$ cat src/rtl/pwq_pkg.sv
`timescale 1ns/1ps
package pwq_pkg;

    // Arming state of one width qualifier
    typedef enum logic {
        QS_ARMED = 1'b0,   // waiting for a low phase to reach the threshold
        QS_SPENT = 1'b1    // pulse already accepted, wait for the input to go high
    } qual_state_e;

    // Number of channels the block is built for by default
    localparam int DEF_CHANNELS = 2;

endpackage

$ cat src/rtl/pwq_sync.sv
`timescale 1ns/1ps
module pwq_sync #(
    parameter int   STAGES  = 2,
    parameter logic RST_VAL = 1'b1
) (
    input  logic clk,
    input  logic rst_n,
    input  logic async_i,
    output logic sync_o
);
    localparam int TOP = STAGES - 1;

    logic [STAGES-1:0] chain_d, chain_q;

    always_comb begin
        chain_d = {chain_q[STAGES-2:0], async_i};
    end

    always_ff @(posedge clk or negedge rst_n) begin
        if (!rst_n) chain_q <= {STAGES{RST_VAL}};
        else        chain_q <= chain_d;
    end

    assign sync_o = chain_q[TOP];

endmodule

$ cat src/rtl/pwq_width_qual.sv
`timescale 1ns/1ps
module pwq_width_qual
    import pwq_pkg::*;
#(
    parameter int THR_W = 16
) (
    input  logic             clk,
    input  logic             rst_n,
    input  logic             active_i,
    input  logic [THR_W-1:0] thr_i,
    output logic             accept_o
);
    localparam int EXT_W = THR_W + 1;

    typedef struct packed {
        qual_state_e      state;
        logic [THR_W-1:0] timer;
        logic             accept;
    } qual_t;

    qual_t            qual_d, qual_q;
    logic [EXT_W-1:0] tmr_inc;
    logic [EXT_W-1:0] thr_eff;

    always_comb begin
        thr_eff = (thr_i == '0) ? EXT_W'(1) : {1'b0, thr_i};
        tmr_inc = {1'b0, qual_q.timer} + EXT_W'(1);
        qual_d        = qual_q;
        qual_d.accept = 1'b0;
        if (!active_i) begin
            qual_d.state = QS_ARMED;
            qual_d.timer = '0;
        end else if (qual_q.state == QS_ARMED) begin
            qual_d.timer = tmr_inc[THR_W-1:0];
            if (tmr_inc >= thr_eff) begin
                qual_d.accept = 1'b1;
                qual_d.state  = QS_SPENT;
            end
        end
    end

    always_ff @(posedge clk or negedge rst_n) begin
        if (!rst_n) begin
            qual_q.state  <= QS_ARMED;
            qual_q.timer  <= '0;
            qual_q.accept <= 1'b0;
        end else begin
            qual_q <= qual_d;
        end
    end

    assign accept_o = qual_q.accept;

    AST_ACCEPT_ONE_CYCLE: assert property (@(posedge clk) disable iff (!rst_n)
        qual_q.accept |=> !qual_q.accept);

    AST_ACCEPT_NEEDS_ACTIVE: assert property (@(posedge clk) disable iff (!rst_n)
        qual_q.accept |-> $past(active_i));

    AST_NO_REACCEPT_WHILE_LOW: assert property (@(posedge clk) disable iff (!rst_n)
        (qual_q.accept && active_i) |=> !qual_q.accept);

    AST_SPENT_UNTIL_HIGH: assert property (@(posedge clk) disable iff (!rst_n)
        (qual_q.state == QS_SPENT && active_i) |=> !qual_q.accept);

endmodule

$ cat src/rtl/pwq_event_count.sv
`timescale 1ns/1ps
module pwq_event_count #(
    parameter int CNT_W = 32
) (
    input  logic             clk,
    input  logic             rst_n,
    input  logic             clr_i,
    input  logic             inc_i,
    output logic [CNT_W-1:0] count_o,
    output logic             ovf_o
);
    localparam logic [CNT_W-1:0] CNT_MAX = '1;
    localparam logic [CNT_W-1:0] CNT_ONE = CNT_W'(1);

    typedef struct packed {
        logic [CNT_W-1:0] cnt;
        logic             ovf;
    } evc_t;

    evc_t evc_d, evc_q;
    logic at_max;

    always_comb begin
        at_max = (evc_q.cnt == CNT_MAX);
        evc_d  = evc_q;
        if (clr_i) begin
            evc_d.cnt = '0;
            evc_d.ovf = 1'b0;
        end else if (inc_i) begin
            if (at_max) evc_d.ovf = 1'b1;
            else        evc_d.cnt = evc_q.cnt + CNT_ONE;
        end
    end

    always_ff @(posedge clk or negedge rst_n) begin
        if (!rst_n) begin
            evc_q.cnt <= '0;
            evc_q.ovf <= 1'b0;
        end else begin
            evc_q <= evc_d;
        end
    end

    assign count_o = evc_q.cnt;
    assign ovf_o   = evc_q.ovf;

    AST_COUNT_HOLDS_AT_MAX: assert property (@(posedge clk) disable iff (!rst_n)
        (evc_q.cnt == CNT_MAX && !clr_i) |=> evc_q.cnt == CNT_MAX);

    AST_OVF_STICKY: assert property (@(posedge clk) disable iff (!rst_n)
        (evc_q.ovf && !clr_i) |=> evc_q.ovf);

    AST_OVF_CAUSE: assert property (@(posedge clk) disable iff (!rst_n)
        $rose(evc_q.ovf) |-> ($past(inc_i) && $past(evc_q.cnt) == CNT_MAX));

    AST_CLEAR_WINS: assert property (@(posedge clk) disable iff (!rst_n)
        clr_i |=> (evc_q.cnt == '0 && !evc_q.ovf));

    AST_NO_STEP_WITHOUT_ACCEPT: assert property (@(posedge clk) disable iff (!rst_n)
        (!clr_i && !inc_i) |=> $stable(evc_q.cnt));

endmodule

$ cat src/rtl/pwq_counter.sv
`timescale 1ns/1ps
module pwq_counter
    import pwq_pkg::*;
#(
    parameter int NCH         = DEF_CHANNELS,
    parameter int CNT_W       = 32,
    parameter int THR_W       = 16,
    parameter int THR_RESET   = 200,
    parameter int SYNC_STAGES = 2
) (
    input  logic                 clk,
    input  logic                 rst_n,
    input  logic [NCH-1:0]       pulse_n_i,
    input  logic                 clr_i,
    input  logic                 thr_wr_i,
    input  logic [THR_W-1:0]     thr_val_i,
    output logic [NCH-1:0]       accept_o,
    output logic [NCH*CNT_W-1:0] count_o,
    output logic [NCH-1:0]       ovf_o
);
    localparam logic [THR_W-1:0] THR_INIT = THR_W'(THR_RESET);

    typedef struct packed {
        logic [THR_W-1:0] thr;
    } cfg_t;

    cfg_t cfg_d, cfg_q;

    always_comb begin
        cfg_d = cfg_q;
        if (thr_wr_i) cfg_d.thr = thr_val_i;
    end

    always_ff @(posedge clk or negedge rst_n) begin
        if (!rst_n) cfg_q.thr <= THR_INIT;
        else        cfg_q     <= cfg_d;
    end

    AST_THR_LOAD: assert property (@(posedge clk) disable iff (!rst_n)
        thr_wr_i |=> cfg_q.thr == $past(thr_val_i));

    AST_THR_HOLD: assert property (@(posedge clk) disable iff (!rst_n)
        !thr_wr_i |=> $stable(cfg_q.thr));

    for (genvar ch = 0; ch < NCH; ch++) begin : g_chan
        logic pin_sync;
        logic pin_active;
        logic chan_accept;

        pwq_sync #(
            .STAGES (SYNC_STAGES),
            .RST_VAL(1'b1)
        ) i_sync (
            .clk    (clk),
            .rst_n  (rst_n),
            .async_i(pulse_n_i[ch]),
            .sync_o (pin_sync)
        );

        assign pin_active = ~pin_sync;

        pwq_width_qual #(
            .THR_W(THR_W)
        ) i_qual (
            .clk     (clk),
            .rst_n   (rst_n),
            .active_i(pin_active),
            .thr_i   (cfg_q.thr),
            .accept_o(chan_accept)
        );

        pwq_event_count #(
            .CNT_W(CNT_W)
        ) i_count (
            .clk    (clk),
            .rst_n  (rst_n),
            .clr_i  (clr_i),
            .inc_i  (chan_accept),
            .count_o(count_o[ch*CNT_W +: CNT_W]),
            .ovf_o  (ovf_o[ch])
        );

        assign accept_o[ch] = chan_accept;
    end

endmodule

$ cat config.mk
export PLATFORM = sky130hd
export DESIGN_NAME = pwq_counter
export DESIGN_NICKNAME = d
export VERILOG_FILES = /design/src/rtl/pwq_pkg.sv /design/src/rtl/pwq_sync.sv /design/src/rtl/pwq_width_qual.sv /design/src/rtl/pwq_event_count.sv /design/src/rtl/pwq_counter.sv
export SDC_FILE = /design/constraint.sdc
export NUM_CORES = 1
export LEC_CHECK = 0
export BUFFER_PORTS_ARGS = -buffer_cell sky130_fd_sc_hd__buf_4
export CELL_PAD_IN_SITES_DETAIL_PLACEMENT = 1
export CELL_PAD_IN_SITES_GLOBAL_PLACEMENT = 2
export CORE_MARGIN = 4
export CORE_UTILIZATION = 39
export DETAILED_ROUTE_END_ITERATION = 12
export GPL_TIMING_DRIVEN = 0
export PLACE_DENSITY_LB_ADDON = 0.2
export SYNTH_ARGS = -nofsm -noshare
export SYNTH_HDL_FRONTEND = slang
export SYNTH_SLANG_ARGS = --single-unit
$ cat constraint.sdc
create_clock -name clk -period 6.6 [get_ports clk]
set_input_delay 0.33 -clock clk [delete_from_list [all_inputs] [get_ports clk]]
set_output_delay 0.33 -clock clk [all_outputs]
set_load 0.03 [all_outputs]
* Word-level counts from Yosys, hierarchy flattened
Cells that the tools add are included.
W data, S select, Z words.
** Word-level totals
- Register bits after elaboration :: 122
- Bits in latches :: 0
- Bits in writable memories :: 0
- Memory bits (read-only) :: 0
- Output and inout port bits :: 68
- Word-level logic and storage cells :: 51
- Memories kept :: 0
** Operators by class
- Add/subtract/negate cells :: 4
- Multipliers :: 0
- Div/mod/pow operators :: 0
- $lt $le $gt $ge :: 2
- Equal/unequal tests :: 6
- Shifts and indexed selects :: 0
- Multiplexer cells :: 17
- Bitwise gates (word level) :: 0
- Reduce and logical (&&, ||, !) cells :: 9
** Operators with widths (number)
- $mux W33 :: 4
- $add A32 B1 Y32 const B :: 2
- $eq A32 B32 Y1 const B :: 2
- $mux W32 :: 2
- $mux W18 :: 2
- $add A16 B1 Y17 const B :: 2
- $ge A17 B17 Y1 :: 2
- $mux W17 :: 2
- $logic_not A16 Y1 :: 1
- $mux W16 :: 1
- $ne A2 B2 Y1 const B :: 4
- $reduce_and A2 Y1 :: 4
- $reduce_bool A2 Y1 :: 4
- $mux W1 :: 6

* Depth between registers and ports, before layout
Gate-level depths: netlist of the first run.
- Word-level depth :: 6
- Mapped depth :: 12
- Gate-level depth less buffers :: 11

* By module
A second synthesis of the first run with hierarchy kept.
** Second synthesis, totals
- Cell total of the unflattened synthesis :: 773
- Area total of the unflattened synthesis :: 7490.9 µm²
** Modules (own cells, without submodules)
- pwq_width_qual :: times used 2, cells each 175, area each 1539.0 µm², seq. area each 450.4 µm²
- pwq_event_count at g_chan[1].i_count :: times used 1, cells each 192, area each 1816.7 µm², seq. area each 825.8 µm²
- pwq_event_count at g_chan[0].i_count :: times used 1, cells each 189, area each 1815.5 µm², seq. area each 825.8 µm²
- pwq_counter :: times used 1, cells each 38, area each 675.6 µm², seq. area each 404.1 µm²
- pwq_sync :: times used 2, cells each 2, area each 52.6 µm², seq. area each 52.6 µm²

* Least setup slack after synthesis of the first run
No wires, ideal clock.
- Path kind :: flip-flop to flip-flop
- From :: register g_chan[0].i_qual.qual_q[9] (netlist name)
- To :: register g_chan[0].i_qual.qual_q (netlist bit g_chan[0].i_qual.accept_o)
- Library setup time :: 0.094 ns
- Arrival :: 2.598 ns
- Data required time :: 6.506 ns
- Slack :: 3.908 ns
- Cell stages (with the launch flop) :: 13
- Path buffers :: 2
- Period minus slack after synthesis :: 2.692 ns
- Cell sequence :: dfrtp_1 > clkbuf_1 > nand2_1 > or4_1 > clkbuf_1 > or2_2 > nor2_1 > xor2_1 > ha_1 > nand3_1 > nand2b_1 > and3_1 > a211oi_1
** RTL lines
- start: declaration :: RTL line pwq_width_qual.sv:21 : qual_t qual_d, qual_q;
- start signal: assignment :: RTL line pwq_width_qual.sv:48 : qual_q <= qual_d;

==> impl_metrics.tcl, run 1 <==
set metrics [dict create \
    status "finished, final reports clean" \
    drc_errors 0 \
    synth_area_per_cell_sq_um 9.150 \
    htree_levels 4 \
    path_class "reg2reg" \
    synth.distinct_cells 57 \
    syn_nets 841 \
    die_area_sq_mm 0.02060 \
    hold_viol 0 \
    tightest_slew_ns 0.8393 \
    cap_viol_max_count 0 \
    grt.met2_usage 0.3721 \
    antenna_cells 0 \
    pin_count 90 \
    antenna_found_initial 0 \
    irDropWorstVdd_mv 0.1853 \
    drive_gt1_frac 0.1696 \
    groute.usage.overall 0.2085 \
    cts_resized 0 \
    post-place-ws_ns 3.350 \
    rsz0062_at_grt "no" \
    dp.cells 1102 \
    p_sw_mw 0.4162 \
    synth_warnings 0 \
    coreArea_sq_mm 0.01802 \
    relSlewSlack 0.4353 \
    power_frac_comb 0.061 \
    setup_slack_ns 3.370 \
    setup_viol 0 \
    pwr-share-seq 0.441 \
    cp_max_fo 7 \
    busiest_layer "met2" \
    clockRootBuffer "clkbuf_16" \
    synth-edff-count 0 \
    grt_pass1_wl_um 34450 \
    p_per_area_mw_per_mm2 201.0 \
    clkLatencyLatePin_ns 0.42 \
    end_kind "flip-flop" \
    swShare 0.2374 \
    finalWirelength_um 20680 \
    finClkSkew_ns 0.006951 \
    die_h_um 143.5 \
    num_rows 49 \
    worstPathRequired_ns 6.93 \
    grt-ovfl-total 0 \
    via_per_inst 5.681 \
    postCtsSetupBuffers 0 \
    final_cell_mix "dfrtp_1 (115), buf_4 (94), nor2_1 (72)" \
    hpwl_um 15310 \
    wire_per_inst_um 18.19 \
    synth_seq_cells 122 \
    clk_pin_slew_ns 0.06 \
    vias 6459 \
    syn_to_final_growth_pct 21.76 \
    hold_class "in2reg" \
    max_freq_mhz 309.6 \
    met3_usage 0.03627 \
    p_leak_nw 3.676 \
    cts.sinks 122 \
    clock_power_share 0.498 \
    cts_tree "yes" \
    rrSetupSlack_ns 3.37 \
    critPathLaunchType "flip-flop" \
    finalPower_mw 1.753 \
    firstDrtPassIters 4 \
    ant_nets 0 \
    start_util 0.3975 \
    fin_cells 1137 \
    layout_commonest_cell "dfrtp_1" \
    grt_pass1_vias 6848 \
    cts_buffer_depth 2 \
    place_area_sq_mm 0.008150 \
    synthCells 783 \
    netlist_area_sq_mm 0.007164 \
    min_period_over_period 0.4893 \
    synthArstFlopShare 1.000 \
    grt_max_degree 64 \
    period_minus_slack_ns 3.230 \
    cts_inserted_buffers 17 \
    p_int_mw 1.337 \
    nets 953 \
    gp_congestion 0.8448 \
    dieWidth_um 143.5 \
    ys.flop_type "dfrtp_1" \
    worstPathArrival_ns 3.56 \
    seq_area_frac_synth 0.4273 \
    drt-initial-drc-count 238 \
    port_buffers 89 \
    setup_tns_ns 0 \
    grtUsageMet1 0.2547 \
    holdBufCountCts 3 \
    final_cell_area_sq_mm 0.008723 \
    drv_slew 0 \
]
metrics by stage:
step                      hold slack, ns    util
final                             0.1210  0.4840
after detailed placement          0.3470  0.4522
after CTS                        0.09952  0.4840
after global routing              0.1181  0.4840
after global placement            0.3463  0.4504
after floorplan                  0.03441       -
critical path, cell delays in order, from the launching register on:
cell and delay [ns]:
dfrtp_1 0.41, ha_1 0.24, nand3_1 0.23, or3_1 0.42, clkbuf_1 0.19, nor3_1 0.24
xor2_1 0.13, ha_1 0.32, nand4_1 0.08, nor2_1 0.17, o311ai_0 0.18, a31oi_1 0.31
nor3b_1 0.22
sequential cells by signal, indices dropped and copies added, names as in the netlist:
register	cells
cfg_q	16
g_chan.i_count.count_o	64
g_chan.i_count.ovf_o	2
g_chan.i_qual.accept_o	2
g_chan.i_qual.qual_q	34
g_chan.i_sync.chain_q	4
cells by family after synthesis:
family / share of synthesized area
and+or+nand+nor: 0.2319
DFF: 0.4273
adders and majority gates: 0.06287
buffers and inverters: 0.04436
muxes: 0.008732
xor gates and xnor gates: 0.08313
AOI/OAI and AO/OA: 0.1416
worst paths after layout:
| path | end | start | depth (start not counted) |
|---|---|---|---|
| worst min-delay path | cfg_q[9]$_DFFE_PN0P_ | thr_val_i[9] | 3 |
| max in group asynchronous | g_chan[1].i_sync.chain_q[1]$_DFF_PN1_ | rst_n | 3 |
| worst min register to register | g_chan[1].i_sync.chain_q[1]$_DFF_PN1_ | g_chan[1].i_sync.chain_q[0]$_DFF_PN1_ | 0 |
| min in group asynchronous | g_chan[0].i_count.count_o[12]$_DFFE_PN0P_ | rst_n | 2 |
| worst max-delay path | g_chan[1].i_qual.accept_o$_DFF_PN0_ | g_chan[1].i_qual.qual_q[1]$_DFFE_PN0P_ | 12 |
| worst max register to register | g_chan[1].i_qual.accept_o$_DFF_PN0_ | g_chan[1].i_qual.qual_q[1]$_DFFE_PN0P_ | 12 |
layer usage:
metal / up-vias / share of wire
met5: - / 0
met4: 0 / 0.014
met3: 24 / 0.034
met2: 111 / 0.51
met1: 3246 / 0.44
li1: 3078 / -
cell type report:
cell class | count | area (sq um)
tap | 229 | 286.5
inverter | 27 | 101.3
sequential | 122 | 3062
clock buffer | 25 | 475.5
multi-input combinational | 591 | 3785
fill | 2091 | 9301
buffer | 43 | 216.5
clock inverter | 7 | 67.56
timing repair buffer | 93 | 729.5
synth_stat cells, drive strengths merged (2+ instances only):
cell type / count / area share
nor3: 12 / 0.0084
mux2i: 4 / 0.0056
dfrtp: 115 / 0.40
and4: 12 / 0.015
clkbuf: 32 / 0.018
or4: 25 / 0.027
buf: 10 / 0.010
o31ai: 24 / 0.025
dfstp: 7 / 0.026
o21a: 2 / 0.0021
nand2: 61 / 0.032
o21ai: 47 / 0.033
and3: 8 / 0.0073
nand2b: 2 / 0.0017
o211ai: 2 / 0.0021
or2: 8 / 0.0070
nand4: 27 / 0.024
mux2: 2 / 0.0031
o2111ai: 3 / 0.0037
nor4: 11 / 0.010
and2: 2 / 0.0017
nand3: 37 / 0.027
inv: 27 / 0.014
nor2: 72 / 0.038
ha: 36 / 0.063
a21oi: 60 / 0.042
or3: 32 / 0.028
o311ai: 2 / 0.0049
xor2: 22 / 0.027
a2111oi: 4 / 0.0049
nor2b: 4 / 0.0035
a211oi: 6 / 0.0063
xnor2: 46 / 0.056
a31oi: 6 / 0.0052
power by group through the flow:
stage | combinational, mW | sequential (mW) | clock (mW)
final | 0.108 | 0.773 | 0.873
after detailed placement | 0.109 | 0.786 | 0
after global placement | 0.0998 | 0.785 | 0
after global routing | 0.125 | 0.774 | 0.928
after CTS | 0.111 | 0.773 | 0.895
after floorplan | 0.0546 | 0.783 | 0
(Power assumes the default switching activity.)
==> run 2, diff against run 1 <==
- CORE_UTILIZATION: 39 -> 36
- clock period: 6.6 -> 3.1 ns (I/O delays scaled with it)
==> run 2 against run 1 <==
  * First-iteration DRC count shrank 13%
  * Hold slack worse by 0.042 ns
  * Sequential share of layout area decreased by 1.7 points
  * Flip-flop and latch count unchanged
  * Critical path depth decreased by 1
  * Cell area increased by 5.2%
  * Clock power rose to 2.8 times the previous value
  * Die area is 7.9% higher
  * Register-to-register slack got worse by 3.2 ns
==> impl_metrics.tcl, run 2 (same netlist as run 1, synthesis figures left out) <==
set metrics [dict create \
    worstPathRequired_ns 3.41 \
    irDropWorstVdd_mv 0.4079 \
    crit_slowest_cell "dfrtp_1" \
    pin_count 90 \
    wire_per_inst_um 18.13 \
    crit_buf_inv 0 \
    end_kind "flip-flop" \
    min_period_over_period 0.9368 \
    grt_pass1_vias 6869 \
    grt_max_degree 68 \
    gp_congestion 0.8172 \
    setup_viol 0 \
    coreArea_sq_mm 0.01953 \
    nets 969 \
    start_util 0.3669 \
    clk_pin_slew_ns 0.06 \
    largest_reg_flops 64 \
    tightest_slew_ns 0.8216 \
    drc_errors 0 \
    die_h_um 149.1 \
    firstDrtPassIters 4 \
    cap_viol_max_count 0 \
    antenna_found_initial 0 \
    die_area_sq_mm 0.02222 \
    finalWirelength_um 21550 \
    crit_family "simple AND/OR/NAND/NOR gates" \
    max_freq_mhz 344.3 \
    final_cell_mix "dfrtp_1 (110), buf_4 (96), nor2_1 (72)" \
    critPathLaunchType "flip-flop" \
    cts_tree "yes" \
    crit_path_cell_trace "nand3_2 -> nor4_4 -> nand3_1 -> nor2_1 -> xor2_1 -> ha_1 -> nand2_1 -> a21oi_1 -> o311ai_0 -> a31oi_1 -> o21ba_2" \
    syn_to_final_growth_pct 28.05 \
    cp_max_fo 6 \
    p_per_area_mw_per_mm2 468.9 \
    regArea_sq_mm 0.003068 \
    via_per_inst 5.521 \
    grt_pass1_wl_um 35310 \
    p_leak_nw 3.854 \
    cts_buffer_depth 2 \
    period_minus_slack_ns 2.904 \
    cts_inserted_buffers 17 \
    antenna_cells 0 \
    multi_input_area_sq_mm 0.003846 \
    rrSetupSlack_ns 0.20 \
    fill_cells 2237 \
    cts.sinks 122 \
    dieWidth_um 149.1 \
    clockRootBuffer "clkbuf_16" \
    setup_tns_ns 0 \
    hpwl_um 15500 \
    ant_nets 0 \
    finClkSkew_ns 0.01065 \
    status "finished, final reports clean" \
    drv_slew 0 \
    groute.usage.overall 0.1975 \
    drive_gt1_frac 0.1905 \
    fin_util 0.4698 \
    whs_ns 0.07899 \
    post-place-ws_ns -0.05657 \
    layout_commonest_cell "dfrtp_1" \
    hold_viol 0 \
    htree_levels 4 \
    worstPathArrival_ns 3.21 \
    hold_class "in2reg" \
    clkLatencyLatePin_ns 0.42 \
    path_class "reg2reg" \
    port_buffers 89 \
    slowest_delay_ns 0.47 \
    drt-initial-drc-count 208 \
    setup_slack_ns 0.1958 \
    grt-ovfl-total 0 \
    relSlewSlack 0.4472 \
    vias 6565 \
    num_rows 51 \
]
-- run 2: cell types whose count changed in the layout (fill, tap and decap cells not counted), moves of 5 or more --
cell           previous run  this run
clkbuf_1                 36        27
clkinv_4                  0         5
dfrtp_1                 115       110
dlygate4sd3_1             4        21
dfrtp_2                   0         5
bufinv_16                 1         7
-- run 2: final timing paths --
path,end,startpoint,depth (start not counted)
hold / removal,g_chan[1].i_count.count_o[4]$_DFFE_PN0P_,clr_i,3
min in group asynchronous,g_chan[0].i_count.count_o[10]$_DFFE_PN0P_,rst_n,2
hold reg to reg,g_chan[1].i_sync.chain_q[1]$_DFF_PN1_,g_chan[1].i_sync.chain_q[0]$_DFF_PN1_,0
setup reg to reg,g_chan[1].i_qual.qual_q[17]$_DFF_PN0_,g_chan[1].i_qual.qual_q[3]$_DFFE_PN0P_,11
max in group asynchronous,g_chan[1].i_sync.chain_q[1]$_DFF_PN1_,rst_n,3
setup / recovery,g_chan[1].i_qual.qual_q[17]$_DFF_PN0_,g_chan[1].i_qual.qual_q[3]$_DFFE_PN0P_,11
-- run 2: where the power goes --
part           switching, mW  leakage, nW  internal, mW
Sequential            0.0207         1.64          1.63
Clock                  0.788        0.345          1.62
Combinational          0.152         1.87        0.0967
Total                  0.961         3.85          3.34
-- run 2: tightest hold or removal path: stages --
cell and delay (ns):
buf_4 0.09, clkbuf_8 0.16, a21oi_1 0.05
-- run 2: repair_timing --
action / in CTS / in global routing
setup buffers: 0 / 2
gates cloned: 0 / 0
hold buffers: 20 / 0
resized for setup: 3 / 14
hold endpoints to repair: 68 / 0
pin swaps: 1 / 1
endpoints found under the setup margin: 3 / 5
-- run 2: cell type report --
class,instances,area share
timing repair buffer,112,0.09970
inverter,27,0.01105
buffer,40,0.02237
tap,265,0.03614
clock inverter,14,0.02919
sequential,122,0.3344
multi-input combinational,591,0.4193
clock buffer,18,0.04787
-- run 2: metrics by stage --
| step | std cells | power (mW) | instance area, sq um |
|---|---|---|---|
| 5_1_grt | 1189 | 4.461 | 9174 |
| 3_3_place_gp | 1137 | 1.884 | 8164 |
| 3_5_place_dp | 1138 | 1.902 | 8195 |
| 2_1_floorplan | 783 | 1.784 | 7164 |
| 6_report | 1189 | 4.302 | 9174 |
| 4_1_cts | 1189 | 4.346 | 9115 |
-- run 2: layer usage --
metal,up-vias,GRT usage,part of all wire
met2,116,0.3537,0.52
met1,3324,0.2480,0.43
met4,0,0.05538,0.016
met5,-,0,0
met3,28,0.02856,0.032
li1,3097,-,-
==> run 3, diff against run 2 <==
- CORE_MARGIN: 4 -> 2
==> run 3 against run 2 <==
  * Worst setup slack better by 0.041 ns
  * Critical path depth down 1
  * Utilization down 0.39 points
  * Sequential power about the same
  * Cell count about the same
  * Sequential share of layout area up 0.27 points
  * Register-to-register slack better by 0.04 ns
  * Routed wire length down 1.2%
  * Power down 7.0%
  * Critical endpoint is now g_chan[0].i_qual.accept_o$_DFF_PN0_
==> impl_metrics.tcl, run 3 (same netlist as run 1, synthesis figures left out) <==
set metrics [dict create \
    reg2reg_depth 10 \
    min_period_over_period 0.9237 \
    slowest_delay_ns 0.60 \
    groute.usage.overall 0.2093 \
    critPathLaunchType "flip-flop" \
    cap_viol_max_count 0 \
    irDropWorstVdd_mv 0.3509 \
    coreArea_sq_mm 0.01953 \
    layout_commonest_cell "dfrtp_1" \
    drive_gt1_frac 0.1914 \
    place_area_sq_mm 0.008195 \
    syn_to_final_growth_pct 26.98 \
    max_freq_mhz 349.2 \
    ant_nets 0 \
    final_cell_mix "dfrtp_1 (111), buf_4 (97), nor2_1 (71)" \
    min_path_cells 3 \
    antenna_cells 0 \
    grt-ovfl-total 0 \
    p_per_area_mw_per_mm2 439.9 \
    crit_family "simple AND/OR/NAND/NOR gates" \
    die_area_sq_mm 0.02105 \
    grt_pass1_vias 7047 \
    antenna_found_initial 0 \
    grt_max_degree 64 \
    cp_max_fo 7 \
    worstPathArrival_ns 3.18 \
    grt_pass1_wl_um 35940 \
    crit_buf_inv 0 \
    clockRootBuffer "clkbuf_16" \
    htree_levels 4 \
    crit_path_cell_trace "nand2_1 -> or4_4 -> or2_2 -> nor2_1 -> xor2_1 -> ha_1 -> nand3_1 -> nor3_1 -> o21ai_0 -> a211oi_2" \
    rrSetupSlack_ns 0.24 \
    hold_class "in2reg" \
    die_h_um 145.1 \
    crit_slowest_cell "or4_4" \
    worstPathRequired_ns 3.42 \
    cts.sinks 122 \
    vias 6513 \
    min_from "clr_i" \
    setup_viol 0 \
    drc_errors 0 \
    period_minus_slack_ns 2.863 \
    setup_slack_ns 0.2365 \
    nets 970 \
    post-place-ws_ns -0.1526 \
    end_kind "flip-flop" \
    firstDrtPassIters 4 \
    finClkSkew_ns 0.008524 \
    hpwl_um 15330 \
    rr_endpoint "g_chan[0].i_qual.accept_o$_DFF_PN0_" \
    cts_inserted_buffers 17 \
    via_per_inst 5.473 \
    clkLatencyLatePin_ns 0.42 \
    min_to "g_chan[1].i_count.count_o[6]$_DFFE_PN0P_" \
    drv_slew 0 \
    finalWirelength_um 21290 \
    port_buffers 89 \
    status "finished, final reports clean" \
    relSlewSlack 0.4131 \
    tightest_slew_ns 0.8723 \
    hold_viol 0 \
    cts_buffer_depth 2 \
    gp_congestion 0.8176 \
    clk_pin_slew_ns 0.06 \
    p_leak_nw 3.824 \
    final_cell_area_sq_mm 0.009097 \
    wire_per_inst_um 17.89 \
    drt-initial-drc-count 279 \
    rr_startpoint "g_chan[0].i_qual.qual_q[6]$_DFFE_PN0P_" \
    num_rows 51 \
    path_class "reg2reg" \
    pin_count 90 \
    start_util 0.3669 \
    dieWidth_um 145.1 \
    largest_reg_flops 64 \
    cts_tree "yes" \
]
==> run 3: cell types whose count changed in the layout (fill, tap and decap cells not counted), sizes merged <==
cell      before  now
buf          102  103
inv           28   27
clkbuf        47   50
clkinvlp       0    2
bufinv         7    3
==> run 3: stage by stage <==
step	TNS [ns]	power (mW)	hold WS (ns)	utilization	cells
floorplan	0	1.784	-0.1406	-	783
global placement	-0.1265	1.884	0.2637	0.4181	1137
detailed placement	-0.3370	1.901	0.1881	0.4197	1138
CTS	0	4.062	0.05708	0.4629	1190
global route	-0.02616	4.166	0.08859	0.4659	1190
finish	0	4.002	0.07894	0.4659	1190
==> run 3: timing repair <==
item                                   in CTS  in global routing
pin swaps                                   2                  2
hold buffers                               20                  0
setup endpoints to repair                   3                  5
endpoints found under the hold margin      72                  0
buffers inserted                            1                  2
resized for setup                           4                 13
==> run 3: power breakdown <==
group / switching (mW) / total [mW] / internal (mW)
combinational: 0.153 / 0.252 / 0.0994
clock: 0.758 / 2.10 / 1.35
sequential: 0.0201 / 1.65 / 1.63
total: 0.931 / 4.00 / 3.07
==> run 3: cell type report <==
class | count | area [sq um]
inverter | 27 | 101.3
buffer | 40 | 205.2
fill | 2299 | 10430
clock buffer | 21 | 480.5
tap | 265 | 331.6
clock inverter | 11 | 142.6
multi-input combinational | 591 | 3847
timing repair buffer | 113 | 922.1
sequential | 122 | 3067
==> run 3: worst max path at each step <==
| stage | cells past startpoint | slack (ns) | to | start |
|---|---|---|---|---|
| 2_1_floorplan | 12 | 0.41 | g_chan[0].i_qual.accept_o$_DFF_PN0_ | g_chan[0].i_qual.qual_q[9]$_DFFE_PN0P_ |
| 3_3_place_gp | 12 | -0.05 | g_chan[0].i_qual.accept_o$_DFF_PN0_ | g_chan[0].i_qual.qual_q[9]$_DFFE_PN0P_ |
| 3_5_place_dp | 12 | -0.15 | g_chan[1].i_qual.accept_o$_DFF_PN0_ | g_chan[1].i_qual.qual_q[1]$_DFFE_PN0P_ |
| 4_1_cts | 12 | 0.001 | g_chan[1].i_qual.accept_o$_DFF_PN0_ | g_chan[1].i_qual.qual_q[1]$_DFFE_PN0P_ |
| 5_1_grt | 11 | -0.02 | g_chan[1].i_qual.qual_q[17]$_DFF_PN0_ | g_chan[1].i_qual.qual_q[1]$_DFFE_PN0P_ |
| 6_report | 10 | 0.24 | g_chan[0].i_qual.accept_o$_DFF_PN0_ | g_chan[0].i_qual.qual_q[6]$_DFFE_PN0P_ |
==> run 3: tightest hold or removal path, cell delays in order <==
cell,delay (ns)
buf_4,0.09
clkbuf_8,0.16
a21oi_1,0.05
==> run 3: per-layer routing <==
layer | wire length (um) | global-route usage
met1 | 9511 | 0.2588
met2 | 10920 | 0.3698
met3 | 517 | 0.03522
met4 | 346 | 0.07157
met5 | 0 | 0
